**src/rtl/crb_ctrl_regs.sv**
```systemverilog
module crb_ctrl_regs #(
  parameter logic [31:0] BUF_BASE  = 32'hFED4_0000,
  parameter logic [31:0] BUF_OFS   = 32'h0000_0080,
  parameter logic [31:0] BUF_BYTES = 32'h0000_0F80,
  parameter logic [15:0] VENDOR    = 16'h1014
) (
  input  logic        clk,
  input  logic        rst_n,
  input  logic        bus_valid,
  input  logic        bus_write,
  input  logic [15:0] bus_addr,
  input  logic [31:0] bus_wdata,
  output logic [31:0] bus_rdata,
  output logic        be_start,
  output logic        be_cancel,
  input  logic        be_done,
  input  logic        be_error,
  input  logic        be_established
);
  localparam logic [9:0] W_LSTATE = 10'd0;
  localparam logic [9:0] W_LCTRL  = 10'd1;
  localparam logic [9:0] W_LSTS   = 10'd2;
  localparam logic [9:0] W_ID     = 10'd4;
  localparam logic [9:0] W_ID2    = 10'd5;
  localparam logic [9:0] W_REQ    = 10'd8;
  localparam logic [9:0] W_STS    = 10'd9;
  localparam logic [9:0] W_CANCEL = 10'd10;
  localparam logic [9:0] W_START  = 10'd11;
  localparam logic [9:0] W_CSIZE  = 10'd12;
  localparam logic [9:0] W_CADDR  = 10'd13;
  localparam logic [9:0] W_RSIZE  = 10'd14;
  localparam logic [9:0] W_RADDR  = 10'd15;

  localparam logic [3:0] IF_TYPE = 4'd1;
  localparam logic [3:0] IF_VER  = 4'd1;
  localparam logic [1:0] IF_XFER = 2'b11;
  localparam logic [1:0] IF_SEL  = 2'd1;
  localparam logic [31:0] ID_WORD = {8'd0, 5'd0, IF_SEL, 2'd0, 1'b1, 1'b0,
                                     IF_XFER, 1'b0, 1'b0, 1'b0, IF_VER, IF_TYPE};
  localparam logic [31:0] BUF_ADDR = BUF_BASE + BUF_OFS;
  localparam logic [7:0]  NO_LOC   = 8'hFF;

  logic assigned_q, granted_q, seized_q, idle_q, fatal_q, start_q;
  logic [31:0] word;

  wire [9:0]  widx  = bus_addr[11:2];
  wire [1:0]  boff  = bus_addr[1:0];
  wire [3:0]  wloc  = bus_addr[15:12];
  wire        wr    = bus_valid & bus_write;
  wire        rd    = bus_valid & ~bus_write;
  wire        one   = bus_wdata == 32'd1;
  wire        two   = bus_wdata == 32'd2;
  wire [7:0]  active_loc = assigned_q ? 8'h00 : NO_LOC;
  wire        loc_ok  = {4'd0, wloc} == active_loc;
  wire        start_ok  = wr && widx == W_START && one && !start_q && loc_ok;
  wire        cancel_ok = wr && widx == W_CANCEL && one && start_q;
  wire        finish    = be_done && start_q;

  always_comb begin
    case (widx)
      W_LSTATE: word = {24'd0, 1'b1, 2'd0, 3'd0, assigned_q, ~be_established};
      W_LSTS:   word = {30'd0, seized_q, granted_q};
      W_ID:     word = ID_WORD;
      W_ID2:    word = {16'd0, VENDOR};
      W_STS:    word = {30'd0, idle_q, fatal_q};
      W_START:  word = {31'd0, start_q};
      W_CSIZE:  word = BUF_BYTES;
      W_CADDR:  word = BUF_ADDR;
      W_RSIZE:  word = BUF_BYTES;
      W_RADDR:  word = BUF_ADDR;
      default:  word = 32'd0;
    endcase
  end

  always_ff @(posedge clk or negedge rst_n) begin
    if (!rst_n) bus_rdata <= 32'd0;
    else if (rd) bus_rdata <= word >> {boff, 3'b000};
  end

  always_ff @(posedge clk or negedge rst_n) begin
    if (!rst_n) begin
      assigned_q <= 1'b0;
      granted_q  <= 1'b0;
      seized_q   <= 1'b0;
    end else if (wr && widx == W_LCTRL) begin
      if (one) begin
        assigned_q <= 1'b1;
        granted_q  <= 1'b1;
        seized_q   <= 1'b0;
      end else if (two) begin
        assigned_q <= 1'b0;
        granted_q  <= 1'b0;
      end
    end
  end

  always_ff @(posedge clk or negedge rst_n) begin
    if (!rst_n) idle_q <= 1'b1;
    else if (wr && widx == W_REQ) begin
      if (one) idle_q <= 1'b0;
      else if (two) idle_q <= 1'b1;
    end
  end

  always_ff @(posedge clk or negedge rst_n) begin
    if (!rst_n) begin
      start_q   <= 1'b0;
      fatal_q   <= 1'b0;
      be_start  <= 1'b0;
      be_cancel <= 1'b0;
    end else begin
      be_start  <= start_ok;
      be_cancel <= cancel_ok;
      if (start_ok) start_q <= 1'b1;
      else if (finish) start_q <= 1'b0;
      if (finish && be_error) fatal_q <= 1'b1;
    end
  end
endmodule


```
**config.mk**
```make
export PLATFORM = sky130hd
export DESIGN_NAME = crb_ctrl_regs
export DESIGN_NICKNAME = d
export VERILOG_FILES = /design/src/rtl/crb_ctrl_regs.sv
export SDC_FILE = /design/constraint.sdc
export NUM_CORES = 1
export LEC_CHECK = 0
export BUFFER_PORTS_ARGS = -buffer_cell sky130_fd_sc_hd__buf_2
export CORE_MARGIN = 4
export CORE_UTILIZATION = 40
export CTS_BUF_LIST = sky130_fd_sc_hd__clkbuf_4 sky130_fd_sc_hd__clkbuf_8
export CTS_CLUSTER_DIAMETER = 80
export DETAILED_ROUTE_END_ITERATION = 12
export HOLD_SLACK_MARGIN = 0.08
export PLACE_DENSITY = 0.78
export SLEW_MARGIN = 20
export SYNTH_ARGS = -nofsm -noshare
export SYNTH_HDL_FRONTEND = slang
export SYNTH_SLANG_ARGS = --single-unit
```
**constraint.sdc**
```tcl
create_clock -name clk -period 3.3 [get_ports clk]
set_input_delay 0.66 -clock clk [delete_from_list [all_inputs] [get_ports clk]]
set_output_delay 0.66 -clock clk [all_outputs]
set_load 0.005 [all_outputs]
```
==> metrics, run 1 <==
CTS resizes 0; Yosys reg bits 26; Synth area leaders dfrtp_1, buf_4, nand2_1, o21ai_1, nor4_2; Post-Synth XOR/XNOR Area 0.528%; critical path arrival 2.08 ns; initial antenna violation count 0; n_diodes 0; Multi-input gate area 822 sq um; Post-DP HPWL ~3300 microns; Initial Util 41.5%; Post-Syn Area 1660 sq um; Final min period 1.91 ns; Clock transition at path regs 0.08 ns; # hold bufs at CTS 0; Peak VDD IR 0.135 mV; largest family of logic cells by synthesized area simple AND/OR/NAND/NOR gates; flop2flop setup slack 1.95 ns; register area 652 sq um; Core Region 4000 sq um; Synth Area in Simple Gates 27.8%; post-CTS setup buffers 0; reg2reg path depth 5; final setup fails 0; Pre-Repair DR Iteration Count 4; Final nets about 310; highest clock rate 524 MHz; Initial DRC Count 96; GRT Util Overall approximately 16%; syn avg cell area 8.64 sq um; total global routing overflow 0; Routed WL per cell 13.5 microns; Root Buffer clkbuf_8; pwr dens 298 nW/um^2; Area growth syn-to-layout 23.5%; CTS tree built; Reg-to-Reg End bus_rdata[1]; Final Hold Vio Count 0; largest net degree at the start of global routing 30; Yosys top cell by area dfrtp_1; compound-gate portion of the synthesized area 20.1%; min-delay worst type in -> async; Avg Vias per Cell 5.51; Netlist cell types 47; Sinks on Clock Net 26; EDFF count, synth 0; via count 1697; Inst Count DP 304; Die Area 5240 sq um; Die X 72.4 microns; utilization after layout 51.2%; yosys warns 0; Crit Path Max Fanout 3; Fill cells slightly below 400; PortBufs 86; power share of the combinational group 16.7%; Post-Synth Adder-Cell Area 0%; total CTS buffers 3; Row Count 23; Cells after Synth 192; status finished, final reports clean; Internal ~460 uW; H-Tree Depth 1; Flop pwr share 52.5%; Max-cap violations 0; ys async rst share 100%; RSZ-0062 raised after global routing no; remaining antenna violation count after routing 0; Worst Path Required 3.47 ns; clock share of power 30.8%; critical setup path kind in -> reg; Detailed Route WL 4150 microns; setup TNS 0 ns; Non-Filler Instances 308; I/O pin count 89; Leakage 0.00102 uW; Seq/Total Area, Yosys around two fifths; Main synth FF type dfrtp_1; Slew Viols, Final 0; Die H approximately 72 microns; DRC viols 0; worst-skew pair later-pin latency between 0.2 and 0.3 ns; clock skew 0.00338 ns; first-pass GRT wire length 6830 microns; Tcrit/Tclk final slightly below 60%; Slew headroom 32.5%; Setup crit start kind primary input; layout cells sized above 1 41.1%; Sw Ratio 25.5%; CP endpoint kind flip-flop; reg-to-reg startpoint idle_q; top-area cell type share of the netlist area 37.7%; vias in the first global route 1602; GP Congestion 0.757; switching power 156 uW; mux share of post-synthesis cell area 0.679%; Worst Tran Pin Value 1.01 ns; Max clock buf depth 2
==> power by group through the flow <==
stage	Sequential (uW)	Clock, uW	Combinational (uW)
4_1_cts	321	195	103
3_3_place_gp	327	0	101
2_1_floorplan	327	0	56.8
5_1_grt	321	203	114
6_report	321	188	102
3_5_place_dp	327	0	103
==> worst max-delay path, stage by stage <==
cell,delay (ns)
buf_2,0.09
nor4_1,0.32
nand4_1,0.19
or4_4,0.59
nor4_4,0.23
==> cell type report <==
type / instances / area share (%)
Clock buffer: 4 / 2.38
Sequential cell: 26 / 31.8
Tap cell: 50 / 3.05
Inverter: 9 / 1.65
Timing Repair Buffer: 86 / 21.0
Multi-Input combinational cell: 133 / 40.1
==> placed cells by master, fill, tap and decap left out, drive strengths merged, types with 2 or more instances in the layout <==
| cell type | n |
|---|---|
| nor3 | 7 |
| a31oi | 6 |
| nor2 | 9 |
| o21a | 3 |
| nand3 | 9 |
| nor4 | 11 |
| inv | 9 |
| buf | 86 |
| nand4 | 6 |
| conb | 2 |
| nand2 | 28 |
| dfrtp | 25 |
| a21o | 2 |
| a21oi | 6 |
| o31ai | 6 |
| clkbuf | 4 |
| a31o | 2 |
| a211oi | 2 |
| o22ai | 2 |
| o21ai | 14 |
==> routing by layer <==
| layer | global-route usage, % | part of all wire, % | vias up |
|---|---|---|---|
| met5 | 0 | 0 | - |
| met4 | 5.33 | 1.3 | 0 |
| met3 | 2.63 | 10 | 5 |
| met2 | 29.2 | 47 | 93 |
| met1 | 19.4 | 41 | 786 |
| li1 | - | - | 813 |
==> state kept, by name, indices dropped and copies added, names as in the netlist <==
name / flops
be_start: 1
fatal_q: 1
start_q: 1
granted_q: 1
idle_q: 1
bus_rdata: 20
be_cancel: 1
==> synth_stat cells (2+ instances only) <==
cell      count
nand2_1      28
dfrtp_1      25
buf_4        16
o21ai_1      14
clkbuf_1      8
nand3_1       8
inv_1         7
nor3_1        7
a21oi_1       6
a31oi_1       6
nand4_1       6
nor2_1        6
nor4_1        6
o31ai_1       6
nor4_2        4
o21a_1        3
a211oi_1      2
a21o_1        2
inv_2         2
nor2_2        2
o22ai_1       2
==> worst max path at each step <==
| stage | startpoint | to | cells past startpoint |
|---|---|---|---|
| 6_report | bus_wdata[12] | be_cancel | 5 |
| 5_1_grt | bus_wdata[3] | be_cancel | 5 |
| 4_1_cts | bus_wdata[12] | be_cancel | 5 |
| 3_5_place_dp | bus_wdata[12] | be_cancel | 5 |
| 3_3_place_gp | bus_wdata[18] | be_cancel | 5 |
| 2_1_floorplan | bus_wdata[23] | be_cancel | 4 |
==> per-stage QoR <==
step                hold slack, ns  setup WS (ns)  total power (uW)  area [sq um]
floorplan                    0.364           1.39               384          1660
global placement             0.453           1.18               428          2000
detailed placement           0.459           1.11               430          2000
CTS                          0.402           1.39               619          2050
global route                 0.434           1.28               638          2050
finish                       0.387           1.39               611          2050
==> logic make-up after synthesis <==
family | Yosys count
xor+xnor | 1
flops | 26
other cells | 1
buf+inv | 34
mux | 1
simple gates | 79
compound gates | 50
No activity file was read; power rests on OpenSTA's default activity.
==> run 2, diff against run 1 <==
- clock period: 3.3 -> 1.8 ns (I/O delays scaled with it)
==> metrics, run 2 (synthesis results as in run 1) <==
total CTS buffers 3 (unchanged); critical setup path kind in -> reg; CTS tree built; Die Area 5240 sq um (unchanged); Avg Vias per Cell 5.35 (-2.9%); min-delay worst type in -> async; Row Count 23 (unchanged); total global routing overflow 0 (unchanged); Max clock buf depth 2 (unchanged); Leakage 0.00108 uW (+5.2%); Max stage delay cell, worst path or4_4; Tcrit/Tclk final 87.7%; Final min period 1.58 ns; DRC viols 0 (unchanged); I/O pin count 89 (unchanged); Largest register FFs 20 (unchanged); final setup fails 0 (unchanged); highest clock rate 634 MHz; critical path arrival 1.76 ns (-0.32 ns); Die H 72.4 microns (unchanged); Detailed Route WL 4230 microns (+2.1%); Worst Tran Pin Value 0.567 ns (-0.445 ns); Core Region 4000 sq um (unchanged); Max-cap violations 0 (unchanged); vias in the first global route 1689 (+5.4%); layout cells sized above 1 43.1% (+2.0 points); Final WS setup 0.222 ns (-1.17 ns); CP peak stage delay 0.61 ns (+0.02 ns); largest net degree at the start of global routing 30 (unchanged); Pre-Repair DR Iteration Count 4 (unchanged); post-CTS setup buffers 0 (unchanged); Peak VDD IR 0.330 mV (+140%); Slew headroom 62.2% (+30 points); Initial Util 41.5% (unchanged); PortBufs 86 (unchanged); clock skew 0.00499 ns (+0.00160 ns); CP endpoint kind flip-flop; Slew Viols, Final 0 (unchanged); Die X 72.4 microns (unchanged); GP Congestion 0.802 (+6.0%); remaining antenna violation count after routing 0 (unchanged); DP Worst Slack -0.0788 ns (-1.19 ns); Clock transition at path regs 0.09 ns (about the same); pwr dens 596 nW/um^2 (+100%); Area growth syn-to-layout 29.0%; Biggest register bus_rdata; Final Hold Vio Count 0 (unchanged); hold slack 0.0679 ns (-0.319 ns); via count 1696 (-0.059%); GRT Util Overall 17.2% (+1.1 points); Non-Filler Instances 317 (+2.9%); Initial DRC Count 94 (-2.1%); n_diodes 0 (unchanged); status finished, final reports clean; worst-skew pair later-pin latency 0.28 ns (about the same); Post-DP HPWL 3370 microns (+1.5%); first-pass GRT wire length 7280 microns (+6.6%); Sinks on Clock Net 26 (unchanged); Final nets 323 (+2.9%); CP cell instances buf_2 > nor4_2 > nand4_1 > or4_4 > nor4_4; Root Buffer clkbuf_8; Worst Path Required 1.98 ns (-1.49 ns); most frequent cells in the layout buf_2, nand2_1, dfrtp_1; Inst Count DP 313 (+3.0%); # hold bufs at CTS 0 (unchanged); CTS resizes 0 (unchanged); initial antenna violation count 0 (unchanged); H-Tree Depth 1 (unchanged); Routed WL per cell 13.4 microns (-0.78%); commonest non-fill, non-tap cell in the layout buf_2; Crit Path Max Fanout 3 (unchanged); RSZ-0062 raised after global routing no; Fill cells 383 (-2.3%); reg2reg path depth 5 (unchanged); Setup crit start kind primary input
-- run 2: cell count changes in the layout (fill, tap and decap cells not counted) --
cell and delta:
bufinv_16 +1, clkbuf_4 -1, buf_4 +9
-- run 2: area by class of cell --
| type | count | area (sq um) | area share, % |
|---|---|---|---|
| Multi-Input combinational cell | 133 | 822 | 38.4 |
| Sequential cell | 26 | 652 | 30.5 |
| Timing Repair Buffer | 95 | 498 | 23.3 |
| Tap cell | 50 | 62.6 | 2.92 |
| Clock buffer | 3 | 41.3 | 1.93 |
| Inverter | 9 | 33.8 | 1.58 |
| Clock inverter | 1 | 30.0 | 1.40 |
-- run 2: where the power goes --
| part | internal, uW | switching, uW | total [uW] |
|---|---|---|---|
| clock | 298 | 190 | 488 |
| combinational | 85.3 | 115 | 201 |
| sequential | 586 | 1.33 | 588 |
-- run 2: through the flow --
stage               instance area (sq um)  setup TNS, ns  utilization (%)  total power, uW
floorplan                            1660              0                -              703
global placement                     2070        -0.0191             51.7              796
detailed placement                   2070        -0.0903             51.7              800
CTS                                  2140              0             53.5             1290
global route                         2140              0             53.5             1340
finish                               2140              0             53.5             1280
-- run 2: worst paths after layout --
| path | startpoint | end | slack (ns) |
|---|---|---|---|
| worst max register to register | idle_q | bus_rdata[1] | 0.45 |
| worst max-delay path | bus_wdata[23] | be_cancel | 0.22 |
| max in group asynchronous | rst_n | idle_q | 1.36 |
| worst min-delay path | rst_n | bus_rdata[3] | 0.07 |
| min in group clk | be_done | start_q | 0.28 |
| worst min register to register | bus_rdata[14] | bus_rdata[14] | 0.47 |
-- run 2: routing by layer --
metal  up-vias  GRT usage, %  share of wire (%)
met3         5          2.22                9.3
li1        834             -                  -
met5         -             0                  0
met1       777          21.5                 42
met4         0          7.38                1.8
met2        80          29.7                 47
-- run 2: worst max-delay path: cells and delay by family --
kind	cells	cell delay, ns
and+or+nand+nor	4	1.30
buffers and inverters	1	0.11
